===== src/rtl/nand_seq_pkg.sv =====
`timescale 1ns/1ps
package nand_seq_pkg;

  // Width of the packed timing word and of the phase counters.
  localparam int TW_W = 26;
  localparam int PH_W = 5;

  typedef enum logic [1:0] {
    OP_CMD   = 2'd0,
    OP_ADDR  = 2'd1,
    OP_WDATA = 2'd2,
    OP_RDATA = 2'd3
  } nand_op_e;

  typedef enum logic [2:0] {
    ST_IDLE,
    ST_CE,
    ST_TURN,
    ST_LOW,
    ST_HIGH,
    ST_RESP
  } seq_state_e;

  // Full timing word, MSB first; field positions are the register layout.
  typedef struct packed {
    logic [1:0] ce_dly;
    logic [4:0] busy_dly;
    logic [2:0] turn;
    logic [3:0] rd_high;
    logic [3:0] rd_low;
    logic [3:0] wr_high;
    logic [3:0] wr_low;
  } timing_t;

  // Fields still needed after the chip-enable phase has been loaded.
  typedef struct packed {
    logic [4:0] busy_dly;
    logic [2:0] turn;
    logic [3:0] rd_high;
    logic [3:0] rd_low;
    logic [3:0] wr_high;
    logic [3:0] wr_low;
  } strobe_cfg_t;

endpackage


===== src/rtl/nand_phase_timer.sv =====
`timescale 1ns/1ps
module nand_phase_timer #(
  parameter int CNT_W = 5
) (
  input  logic             clk,
  input  logic             rst_n,
  input  logic             load,
  input  logic [CNT_W-1:0] load_len,
  output logic             done
);

  logic [CNT_W-1:0] cnt_q;

  // A length of zero or one both give a one-clock phase.
  always_ff @(posedge clk or negedge rst_n) begin
    if (!rst_n) begin
      cnt_q <= '0;
    end else if (load) begin
      cnt_q <= (load_len == '0) ? '0 : load_len - 1'b1;
    end else if (cnt_q != '0) begin
      cnt_q <= cnt_q - 1'b1;
    end
  end

  assign done = (cnt_q == '0);


  short_phase_chk: assert property (@(posedge clk) disable iff (!rst_n)
    (load && load_len <= 1) |=> done);


  long_phase_chk: assert property (@(posedge clk) disable iff (!rst_n)
    (load && load_len > 1) |=> !done);

endmodule


===== src/rtl/nand_busy_guard.sv =====
`timescale 1ns/1ps
module nand_busy_guard #(
  parameter int CNT_W = 5
) (
  input  logic             clk,
  input  logic             rst_n,
  input  logic             start,
  input  logic [CNT_W-1:0] hold_len,
  input  logic             rb_n_async,
  output logic             ready
);

  logic             rb_s1_q, rb_s2_q;
  logic [CNT_W-1:0] mask_q;

  always_ff @(posedge clk or negedge rst_n) begin
    if (!rst_n) begin
      rb_s1_q <= 1'b0;
      rb_s2_q <= 1'b0;
    end else begin
      rb_s1_q <= rb_n_async;
      rb_s2_q <= rb_s1_q;
    end
  end

  always_ff @(posedge clk or negedge rst_n) begin
    if (!rst_n) begin
      mask_q <= '0;
    end else if (start) begin
      mask_q <= hold_len;
    end else if (mask_q != '0) begin
      mask_q <= mask_q - 1'b1;
    end
  end

  assign ready = rb_s2_q && (mask_q == '0);


  busy_mask_chk: assert property (@(posedge clk) disable iff (!rst_n)
    (start && hold_len != '0) |=> !ready);

endmodule


===== src/rtl/nand_strobe_seq.sv =====
`timescale 1ns/1ps
module nand_strobe_seq
  import nand_seq_pkg::*;
#(
  parameter int DATA_W = 8
) (
  input  logic              clk,
  input  logic              rst_n,
  input  logic [TW_W-1:0]   timing_word,
  input  logic              req_valid,
  output logic              req_ready,
  input  logic [1:0]        req_op,
  input  logic [DATA_W-1:0] req_data,
  output logic              rsp_valid,
  input  logic              rsp_ready,
  output logic [DATA_W-1:0] rsp_data,
  output logic              nand_ce_n,
  output logic              nand_cle,
  output logic              nand_ale,
  output logic              nand_we_n,
  output logic              nand_re_n,
  output logic [DATA_W-1:0] nand_dq_o,
  output logic              nand_dq_oe,
  input  logic [DATA_W-1:0] nand_dq_i,
  input  logic              nand_rb_n,
  output logic              stat_nand_ready,
  output logic              stat_ctrl_idle
);

  seq_state_e        state_q, state_d;
  nand_op_e          op_q;
  logic [DATA_W-1:0] wdata_q, rdata_q;
  strobe_cfg_t       cfg_q;
  timing_t           tw_in;
  logic              oe_q;
  logic              accept, active, is_read;
  logic              ph_load, ph_done, capture, busy_start;
  logic [PH_W-1:0]   ph_len;

  assign tw_in   = timing_t'(timing_word);
  assign accept  = req_valid && (state_q == ST_IDLE);
  assign is_read = (op_q == OP_RDATA);

  function automatic logic [PH_W-1:0] low_len(input logic rd, input strobe_cfg_t c);
    return rd ? PH_W'(c.rd_low) : PH_W'(c.wr_low);
  endfunction

  function automatic logic [PH_W-1:0] high_len(input logic rd, input strobe_cfg_t c);
    return rd ? PH_W'(c.rd_high) : PH_W'(c.wr_high);
  endfunction

  // Phase sequencing: every transition reloads the shared phase timer.
  always_comb begin
    state_d    = state_q;
    ph_load    = 1'b0;
    ph_len     = '0;
    capture    = 1'b0;
    busy_start = 1'b0;
    unique case (state_q)
      ST_IDLE: begin
        if (req_valid) begin
          state_d = ST_CE;
          ph_load = 1'b1;
          ph_len  = PH_W'(tw_in.ce_dly);
        end
      end
      ST_CE: begin
        if (ph_done) begin
          ph_load = 1'b1;
          if (is_read && oe_q) begin
            state_d = ST_TURN;
            ph_len  = PH_W'(cfg_q.turn);
          end else begin
            state_d = ST_LOW;
            ph_len  = low_len(is_read, cfg_q);
          end
        end
      end
      ST_TURN: begin
        if (ph_done) begin
          state_d = ST_LOW;
          ph_load = 1'b1;
          ph_len  = low_len(1'b1, cfg_q);
        end
      end
      ST_LOW: begin
        if (ph_done) begin
          state_d = ST_HIGH;
          ph_load = 1'b1;
          ph_len  = high_len(is_read, cfg_q);
          capture = is_read;
        end
      end
      ST_HIGH: begin
        if (ph_done) begin
          state_d    = is_read ? ST_RESP : ST_IDLE;
          busy_start = (op_q == OP_CMD) || (op_q == OP_WDATA);
        end
      end
      ST_RESP: begin
        if (rsp_ready) state_d = ST_IDLE;
      end
      default: state_d = ST_IDLE;
    endcase
  end

  always_ff @(posedge clk or negedge rst_n) begin
    if (!rst_n) begin
      state_q <= ST_IDLE;
      op_q    <= OP_CMD;
      wdata_q <= '0;
      rdata_q <= '0;
      cfg_q   <= '0;
      oe_q    <= 1'b0;
    end else begin
      state_q <= state_d;
      if (accept) begin
        op_q           <= nand_op_e'(req_op);
        wdata_q        <= req_data;
        cfg_q.busy_dly <= tw_in.busy_dly;
        cfg_q.turn     <= tw_in.turn;
        cfg_q.rd_high  <= tw_in.rd_high;
        cfg_q.rd_low   <= tw_in.rd_low;
        cfg_q.wr_high  <= tw_in.wr_high;
        cfg_q.wr_low   <= tw_in.wr_low;
      end
      if (capture) rdata_q <= nand_dq_i;
      // Writes park the bus driven; only a turnaround phase releases it.
      if (accept && nand_op_e'(req_op) != OP_RDATA) begin
        oe_q <= 1'b1;
      end else if (state_q == ST_CE && state_d == ST_TURN) begin
        oe_q <= 1'b0;
      end
    end
  end

  nand_phase_timer #(.CNT_W(PH_W)) u_phase_timer (
    .clk      (clk),
    .rst_n    (rst_n),
    .load     (ph_load),
    .load_len (ph_len),
    .done     (ph_done)
  );

  nand_busy_guard #(.CNT_W(PH_W)) u_busy_guard (
    .clk        (clk),
    .rst_n      (rst_n),
    .start      (busy_start),
    .hold_len   (cfg_q.busy_dly),
    .rb_n_async (nand_rb_n),
    .ready      (stat_nand_ready)
  );

  assign active         = (state_q == ST_CE) || (state_q == ST_TURN) ||
                          (state_q == ST_LOW) || (state_q == ST_HIGH);
  assign nand_ce_n      = !active;
  assign nand_cle       = active && (op_q == OP_CMD);
  assign nand_ale       = active && (op_q == OP_ADDR);
  assign nand_we_n      = !((state_q == ST_LOW) && !is_read);
  assign nand_re_n      = !((state_q == ST_LOW) && is_read);
  assign nand_dq_o      = wdata_q;
  assign nand_dq_oe     = oe_q;
  assign req_ready      = (state_q == ST_IDLE);
  assign stat_ctrl_idle = (state_q == ST_IDLE);
  assign rsp_valid      = (state_q == ST_RESP);
  assign rsp_data       = rdata_q;


  bus_release_chk: assert property (@(posedge clk) disable iff (!rst_n)
    !nand_re_n |-> !nand_dq_oe);


  strobe_excl_chk: assert property (@(posedge clk) disable iff (!rst_n)
    !(!nand_we_n && !nand_re_n));


  latch_excl_chk: assert property (@(posedge clk) disable iff (!rst_n)
    !(nand_cle && nand_ale));


  accept_hold_chk: assert property (@(posedge clk) disable iff (!rst_n)
    (req_valid && req_ready) |=> !req_ready);


  rsp_hold_chk: assert property (@(posedge clk) disable iff (!rst_n)
    (rsp_valid && !rsp_ready) |=> (rsp_valid && $stable(rsp_data)));


  ce_lead_chk: assert property (@(posedge clk) disable iff (!rst_n)
    ($fell(nand_we_n) || $fell(nand_re_n)) |-> $past(!nand_ce_n));

endmodule


===== config.mk =====
export PLATFORM = sky130hd
export DESIGN_NAME = nand_strobe_seq
export DESIGN_NICKNAME = d
export VERILOG_FILES = /design/src/rtl/nand_seq_pkg.sv /design/src/rtl/nand_phase_timer.sv /design/src/rtl/nand_busy_guard.sv /design/src/rtl/nand_strobe_seq.sv
export SDC_FILE = /design/constraint.sdc
export NUM_CORES = 1
export LEC_CHECK = 0
export ABC_CLOCK_PERIOD_IN_PS = 2450
export BUFFER_PORTS_ARGS = -buffer_cell sky130_fd_sc_hd__buf_2
export CAP_MARGIN = 20
export CELL_PAD_IN_SITES_DETAIL_PLACEMENT = 1
export CELL_PAD_IN_SITES_GLOBAL_PLACEMENT = 2
export CORE_MARGIN = 2
export CORE_UTILIZATION = 30
export DETAILED_ROUTE_END_ITERATION = 7
export GPL_TIMING_DRIVEN = 0
export PLACE_DENSITY = 0.75
export SLEW_MARGIN = 20
export SYNTH_ARGS = -nofsm -noshare
export SYNTH_HDL_FRONTEND = slang
export SYNTH_SLANG_ARGS = --single-unit
export TNS_END_PERCENT = 50

===== constraint.sdc =====
create_clock -name clk -period 2.45 [get_ports clk]
set_clock_uncertainty 0.2 [all_clocks]
set_input_delay 0.1225 -clock clk [delete_from_list [all_inputs] [get_ports clk]]
set_output_delay 0.1225 -clock clk [all_outputs]
set_load 0.1 [all_outputs]

==> reports/qor.yml, run 1 <==
status: "finished with violations"
failed_checks: "setup timing"
vdd_drop_max_mv: 0.6529
fin_ws_ns: -0.06454
hold_path_class: "primary input to register"
grt.total_usage: 0.1743
drc: 0
relSlewSlack: 0.4984
die_height_um: 101.8
postRouteAntennaNets: 0
initial_utilization: 0.3105
synth_fp_nets: 304
max_freq_mhz: 397.7
fin_crit_sh: 1.026
grt_max_degree: 59
cts_sinks: 58
synth_area_um2: 2869
cp_slowest_stage_delay_ns: 0.47
fillers: 1035
synthDistinctLibCells: 45
h-tree-depth: 3
pin_count: 75
fin_util: 0.4668
tritoncts: "yes"
clk_path_buf_depth: 2
cp-start-kind: "register"
synth_edf_count: 0
synth_largest_area_cell: "dfrtp_1"
finalHoldViolCount: 0
clock_latency_ns: 0.34
finalSetupViolations: 2
seq_area_frac_synth: 0.5059
wirelength_um: 8348
maxSlewViolCount: 0
antenna_found_initial: 0
yosys_most_used_dff: "dfrtp_1"
core_um2: 9240
crit_buf_inv: 1
dieArea_um2: 10360
nets: 445
critPathMaxFanout: 3
yosysTopAreaCellShare: 0.5059
synth-seq-cells: 58
endpoint_kind: "register"
cts_root_buffer: "clkbuf_8"
powerDensity_nw_per_um2: 1491
diodes: 0
clk_pin_slew_ns: 0.07
drt_iter0_markers: 91
max_cap_viol_count: 0
crit_required_ns: 2.47
area_growth_pct: 50.33
ys.warnings.count: 0
worstSetupPathType: "register to register"
synth.avg_cell_area_um2: 11.43
drtPass1Iterations: 4
port_buffers: 74
tightest_slew_ns: 0.7524
place_hpwl_um: 5587
numCtsBuffers: 9
final.setup.tns_ns: -0.06520
num_rows: 35
dp_cells: 454
synthCells: 251
drive_above_1_share: 0.4484
leakage_nw: 1.912
gp_congestion: 0.8064
instances_no_fill: 526
p_total_mw: 6.430
grt_remaining_overflow: 0
grt_pass1_vias: 2675
crit_path_frequent_cell: "a211o_1"
worstPathCellList: "inv_2, ha_4, or4b_4, or3_4, a211o_1, and3b_2, a211o_1"
dpl_worst_slack_ns: -0.4510
crit_family: "simple AND/OR/NAND/NOR gates"
grt_pass1_wl_um: 13700
die_x_um: 101.8
synthArstFlopShare: 1.000
vias: 2523
synth.area.top_cells: "dfrtp_1 (51%), mux2_2 (18%), nand2_1 (2.1%)"
via_per_inst: 4.797
worstPathArrival_ns: 2.53
cpMaxStageDelayCell: "or4b_4"
period_needed_ns: 2.515
routedWlPerCell_um: 15.87
rsz0062_at_grt: "true"
[routing by layer]
metal,global-route usage,vias to the layer above,part of all wire
met2,0.2945,60,0.52
li1,-,1201,-
met1,0.2213,1251,0.44
met5,0,-,0
met3,0.03313,11,0.029
met4,0.06445,0,0.015
[kinds of logic after synthesis]
logic type                 synth area share
xor gates and xnor gates            0.02442
buffers and inverters               0.02965
AOI/OAI and AO/OA                    0.1165
DFF                                  0.5059
muxes                                0.1871
and+or+nand+nor                      0.1191
adders and majority gates           0.01745
[cell usage in the layout (no fill, tap or decap), types with 4 or more instances in the layout]
cell           count
and3_1             4
nand2_1           16
buf_4             15
xnor2_1            6
mux2_2            45
o211ai_1           4
nor2_1            12
dfrtp_1           58
dlygate4sd3_1     47
a211oi_1           5
clkbuf_1           5
clkbuf_2           8
buf_2             68
o21ai_0           10
a21oi_1            6
nor3_1             9
clkbuf_8           9
[sequential cells by signal, indices dropped and copies added (netlist names)]
signal,count
u_busy_guard.mask_q,5
u_busy_guard.rb_s2_q,1
state_q,3
cfg_q,24
rsp_data,8
u_busy_guard.rb_s1_q,1
op_q,2
nand_dq_o,8
nand_dq_oe,1
u_phase_timer.cnt_q,5
[synthesized netlist by cell type (all sizes together), types with 6 or more instances]
master,n
o21ai,10
a21oi,6
clkbuf,13
xnor2,6
mux2,45
dfrtp,58
nor3,12
nor2,14
a211oi,6
nand2,16
[cell type report]
cell class	instances	area (µm²)	area share
timing repair buffer	131	930.9	0.2158
clock buffer	10	127.6	0.02959
tap	129	161.4	0.03742
multi-input combinational	172	1475	0.3420
inverter	5	18.77	0.004352
buffer	15	81.33	0.01886
sequential	58	1451	0.3365
clock inverter	6	66.31	0.01538
[where the power goes]
| part | switching (mW) | internal, mW | leakage [nW] |
|---|---|---|---|
| logic | 2.53 | 1.27 | 1.12 |
| registers | 0.329 | 1.41 | 0.702 |
| clock network | 0.421 | 0.471 | 0.0889 |
[stage by stage]
stage | instance area (µm²) | hold WS [ns]
global placement | 3442 | 0.03203
detailed placement | 3445 | 0.03708
global route | 4313 | 0.1278
CTS | 4245 | 0.1137
floorplan | 2910 | -0.3731
finish | 4313 | 0.1293
[path summary, 6_finish.rpt]
check	cells after the start	slack (ns)	endpoint	startpoint
worst max register to register	7	-0.06	u_phase_timer.cnt_q[2]$_DFFE_PN0P_	u_phase_timer.cnt_q[1]$_DFFE_PN0P_
worst min-delay path	4	0.13	u_phase_timer.cnt_q[1]$_DFFE_PN0P_	req_valid
worst min register to register	0	0.15	u_busy_guard.rb_s2_q$_DFF_PN0_	u_busy_guard.rb_s1_q$_DFF_PN0_
max in group asynchronous	2	1.35	u_busy_guard.mask_q[4]$_DFFE_PN0P_	rst_n
min in group asynchronous	2	0.19	rsp_data[4]$_DFFE_PN0P_	rst_n
worst max-delay path	7	-0.06	u_phase_timer.cnt_q[2]$_DFFE_PN0P_	u_phase_timer.cnt_q[1]$_DFFE_PN0P_
[tightest hold or removal path: stages]
cell and delay, ns:
buf_2 0.12, a21oi_1 0.07, o221ai_1 0.21, o211ai_1 0.10
[what timing repair did]
| item | 4_1_cts | 5_1_grt |
|---|---|---|
| setup buffers | 5 | 5 |
| resized for setup | 29 | 11 |
| pin swaps | 4 | 2 |
| hold buffers | 47 | 0 |
| hold endpoints to repair | 105 | 0 |
| setup endpoints to repair | 60 | 55 |
Power figures use the tool's default switching activity.
==> inputs of run 2 (changes only) <==
--- a/config.mk
+++ b/config.mk
@@ -18,5 +18,6 @@
 export SLEW_MARGIN = 20
 export SYNTH_ARGS = -nofsm -noshare
 export SYNTH_HDL_FRONTEND = slang
+export SYNTH_HIERARCHICAL = 1
 export SYNTH_SLANG_ARGS = --single-unit
 export TNS_END_PERCENT = 50
==> run 2 against run 1 <==
Effect of this change: the flow still finishes with violations (setup timing); synthesized area shrank 1.3%; global-route usage is 1.6 points lower; sequential share of layout area shrank 0.17 points; via count is 6.9% lower; critical path type unchanged; highest routed layer unchanged.
==> reports/qor.yml, run 2 <==
status: "finished with violations"  # unchanged
failed_checks: "setup timing"  # unchanged
fillers: 1019  # was 1,035
r2r_end: "u_phase_timer/cnt_q[1]$_DFFE_PN0P_"  # was u_phase_timer.cnt_q[2]$_DFFE_PN0P_
p_total_mw: 6.081  # was 6.430 mW
tritoncts: "yes"  # unchanged
worstSetupPathType: "register to register"  # unchanged
cts_sinks: 58  # unchanged
clk_pin_slew_ns: 0.07  # about the same
grt_pass1_vias: 2557  # was 2,675
initial_utilization: 0.3079  # was 0.3105
final.setup.tns_ns: -0.9649  # was -0.06520 ns
synthDistinctLibCells: 48  # was 45
dieArea_um2: 10230  # was 10,360 µm²
clock_latency_ns: 0.34  # about the same
nets: 435  # was 445
synth_edf_count: 0  # unchanged
synth_xor_area_frac: 0.02475  # was 0.02442
postRouteAntennaNets: 0  # unchanged
fin_crit_sh: 1.104  # was 1.026
synth.area.mux_share: 0.2002  # was 0.1871
diodes: 0  # unchanged
yosysTopAreaCellShare: 0.5126  # was 0.5059
vdd_drop_max_mv: 0.8785  # was 0.6529 mV
place_area_um2: 3421  # was 3445 µm²
die_x_um: 101.2  # was 101.8 µm
regMostFlops: "cfg_q"  # unchanged
crit_start: "u_phase_timer/cnt_q[1]$_DFFE_PN0P_"  # was u_phase_timer.cnt_q[1]$_DFFE_PN0P_
yosysMostFrequentCell: "dfrtp_1"  # unchanged
layout_commonest_cell: "buf_2"  # unchanged
synthSimpleGateAreaFrac: 0.1167  # was 0.1191
clk_path_buf_depth: 2  # unchanged
max_cap_viol_count: 0  # unchanged
r2r_cells: 12  # was 7
leakage_nw: 2.017  # was 1.912 nW
h-tree-depth: 3  # unchanged
core_um2: 9196  # was 9240 µm²
die_height_um: 101.2  # was 101.8 µm
ys.warnings.count: 6  # was 0
pin_count: 75  # unchanged
grt_pass1_wl_um: 12420  # was 13,700 µm
maxSlewViolCount: 0  # unchanged
largest_reg_flops: 24  # unchanged
num_rows: 35  # unchanged
seq_area_frac_synth: 0.5126  # was 0.5059
design_area_um2: 4338  # was 4313 µm²
synth.avg_cell_area_um2: 12.05  # was 11.43 µm²
drc: 0  # unchanged
numCtsBuffers: 9  # unchanged
whs_ns: 0.1323  # was 0.1293 ns
powerDensity_nw_per_um2: 1402  # was 1491 nW/µm²
grt.total_usage: 0.1583  # was 0.1743
relSlewSlack: 0.5074  # was 0.4984
synth_largest_area_cell: "dfrtp_1"  # unchanged
synth_area_um2: 2831  # was 2869 µm²
synthArstFlopShare: 1.000  # unchanged
crit_end: "u_phase_timer/cnt_q[1]$_DFFE_PN0P_"  # was u_phase_timer.cnt_q[2]$_DFFE_PN0P_
r2r_start: "u_phase_timer/cnt_q[1]$_DFFE_PN0P_"  # was u_phase_timer.cnt_q[1]$_DFFE_PN0P_
finalHoldViolCount: 0  # unchanged
final_cell_mix: "buf_2 (74), dfrtp_1 (57), dlygate4sd3_1 (46)"  # was buf_2 (68), dfrtp_1 (58), dlygate4sd3_1 (47)
finalSetupViolations: 4  # was 2
routedWlPerCell_um: 15.14  # was 15.87 µm
yosys_most_used_dff: "dfrtp_1"  # unchanged
rrSetupSlack_ns: -0.26  # was -0.06 ns
grt_max_degree: 59  # unchanged
synth.area.top_cells: "dfrtp_1 (51%), mux2_2 (12%), mux2_1 (6.0%)"  # was dfrtp_1 (51%), mux2_2 (18%), nand2_1 (2.1%)
rsz0062_at_grt: "true"  # unchanged
synthCells: 235  # was 251
drt_iter0_markers: 71  # was 91
synthAdderAreaFrac: 0.01326  # was 0.01744
hold_path_class: "primary input to register"  # unchanged
area_growth_pct: 53.20  # was 50.33%
antenna_found_initial: 0  # unchanged
via_per_inst: 4.717  # was 4.797
gp_congestion: 0.7593  # was 0.8064
port_buffers: 74  # unchanged
whs_path_depth: 5  # was 4
yosys-top-cells-count: "dfrtp_1 (58), mux2_2 (30), nand2_1 (18)"  # was dfrtp_1 (58), mux2_2 (45), nand2_1 (16)
crit_required_ns: 2.47  # about the same
drtPass1Iterations: 4  # unchanged
drive_above_1_share: 0.4651  # was 0.4484
endpoint_kind: "register"  # unchanged
vias: 2349  # was 2,523
cp-start-kind: "register"  # unchanged
synth_top_family_by_area: "multiplexers"  # unchanged
wirelength_um: 7538  # was 8348 µm
synth-seq-cells: 58  # unchanged
fin_ws_ns: -0.2559  # was -0.06454 ns
place_hpwl_um: 4928  # was 5587 µm
worstPathArrival_ns: 2.72  # was 2.53 ns
grt_remaining_overflow: 0  # unchanged
cts_root_buffer: "clkbuf_8"  # unchanged
period_needed_ns: 2.706  # was 2.515 ns
critPathMaxFanout: 5  # was 3
synth-compound-area-share: 0.08617  # was 0.1164
max_freq_mhz: 369.6  # was 397.7 MHz
tightest_slew_ns: 0.7389  # was 0.7524 ns
-- run 2: changes by cell type in the layout (fill, tap and decap cells not counted), sizes merged, moves of 3 or more --
cell,before,now
a21o,0,5
a211o,3,0
a22oi,0,4
nor3,12,5
clkbuf,25,18
buf,84,98
and3,4,0
o32ai,3,0
mux2i,3,6
clkinvlp,3,0
a211oi,6,1
nor2,14,6
inv,6,13
-- run 2: worst max-delay path, stage by stage, from the launching register on --
cell      delay (ns)
dfrtp_1         0.37
inv_2           0.06
ha_4            0.16
or4b_4          0.22
inv_6           0.05
and4bb_2        0.27
a22oi_2         0.19
o221ai_2        0.13
inv_2           0.10
ha_4            0.14
or4b_4          0.50
nand3b_1        0.12
a22oi_2         0.06
-- run 2: how the worst min path moves through the flow --
| stage | to | start | slack (ns) |
|---|---|---|---|
| 3_5_place_dp | u_busy_guard/rb_s1_q$_DFF_PN0_ | nand_rb_n | 0.03 |
| 3_3_place_gp | u_busy_guard/rb_s1_q$_DFF_PN0_ | nand_rb_n | 0.03 |
| 2_1_floorplan | cfg_q[0]$_DFFE_PN0P_ | rst_n | -0.37 |
| 4_1_cts | u_phase_timer/cnt_q[3]$_DFFE_PN0P_ | req_valid | 0.11 |
| 5_1_grt | u_busy_guard/rb_s2_q$_DFF_PN0_ | u_busy_guard/rb_s1_q$_DFF_PN0_ | 0.17 |
| 6_report | u_phase_timer/cnt_q[3]$_DFFE_PN0P_ | req_valid | 0.13 |
-- run 2: per-stage QoR --
step | worst slack, ns | util | instances
final | -0.2559 | 0.4717 | 498
after detailed placement | -0.5597 | 0.3720 | 421
after global routing | -0.3682 | 0.4717 | 498
after global placement | -0.5159 | 0.3717 | 421
after CTS | -0.3516 | 0.4612 | 494
after floorplan | -0.2702 | - | 236
-- run 2: report_power, final --
group          switching, mW  internal, mW  leakage, nW
Sequential             0.276          1.40        0.711
Combinational           2.33          1.16         1.20
Clock                  0.363         0.546        0.106
Total                   2.97          3.11         2.02
-- run 2: cells by family after synthesis --
logic type,Yosys count
other,1
adder cells (fa/ha/maj),3
flip-flops,58
AND/OR/NAND/NOR,52
multiplexers,51
XOR/XNOR,8
buffers and inverters,27
AO/OA/AOI/OAI,35
-- run 2: layout make-up --
cell class	instances	area, µm²	area share
timing repair buffer	137	975.9	0.2250
sequential	58	1453	0.3349
tap	111	138.9	0.03202
multi-input combinational	151	1430	0.3297
buffer	13	82.58	0.01904
clock inverter	2	35.03	0.008076
clock buffer	13	168.9	0.03894
inverter	13	53.80	0.01240
-- run 2: metal layers --
layer  wire length, µm  vias up  GRT usage
met2              3840       52     0.2613
met3               240       13    0.03451
met1              3298     1157     0.1980
met5                 0        -          0
li1                  -     1127          -
met4               159        0    0.07380
-- run 2: repair_timing --
| item | CTS | global route |
|---|---|---|
| pin swaps | 6 | 8 |
| endpoints found under the setup margin | 19 | 22 |
| hold buffers | 46 | 0 |
| endpoints found under the hold margin | 104 | 0 |
| buffers inserted | 12 | 4 |
| gates cloned | 0 | 1 |
| gates resized for setup | 13 | 24 |
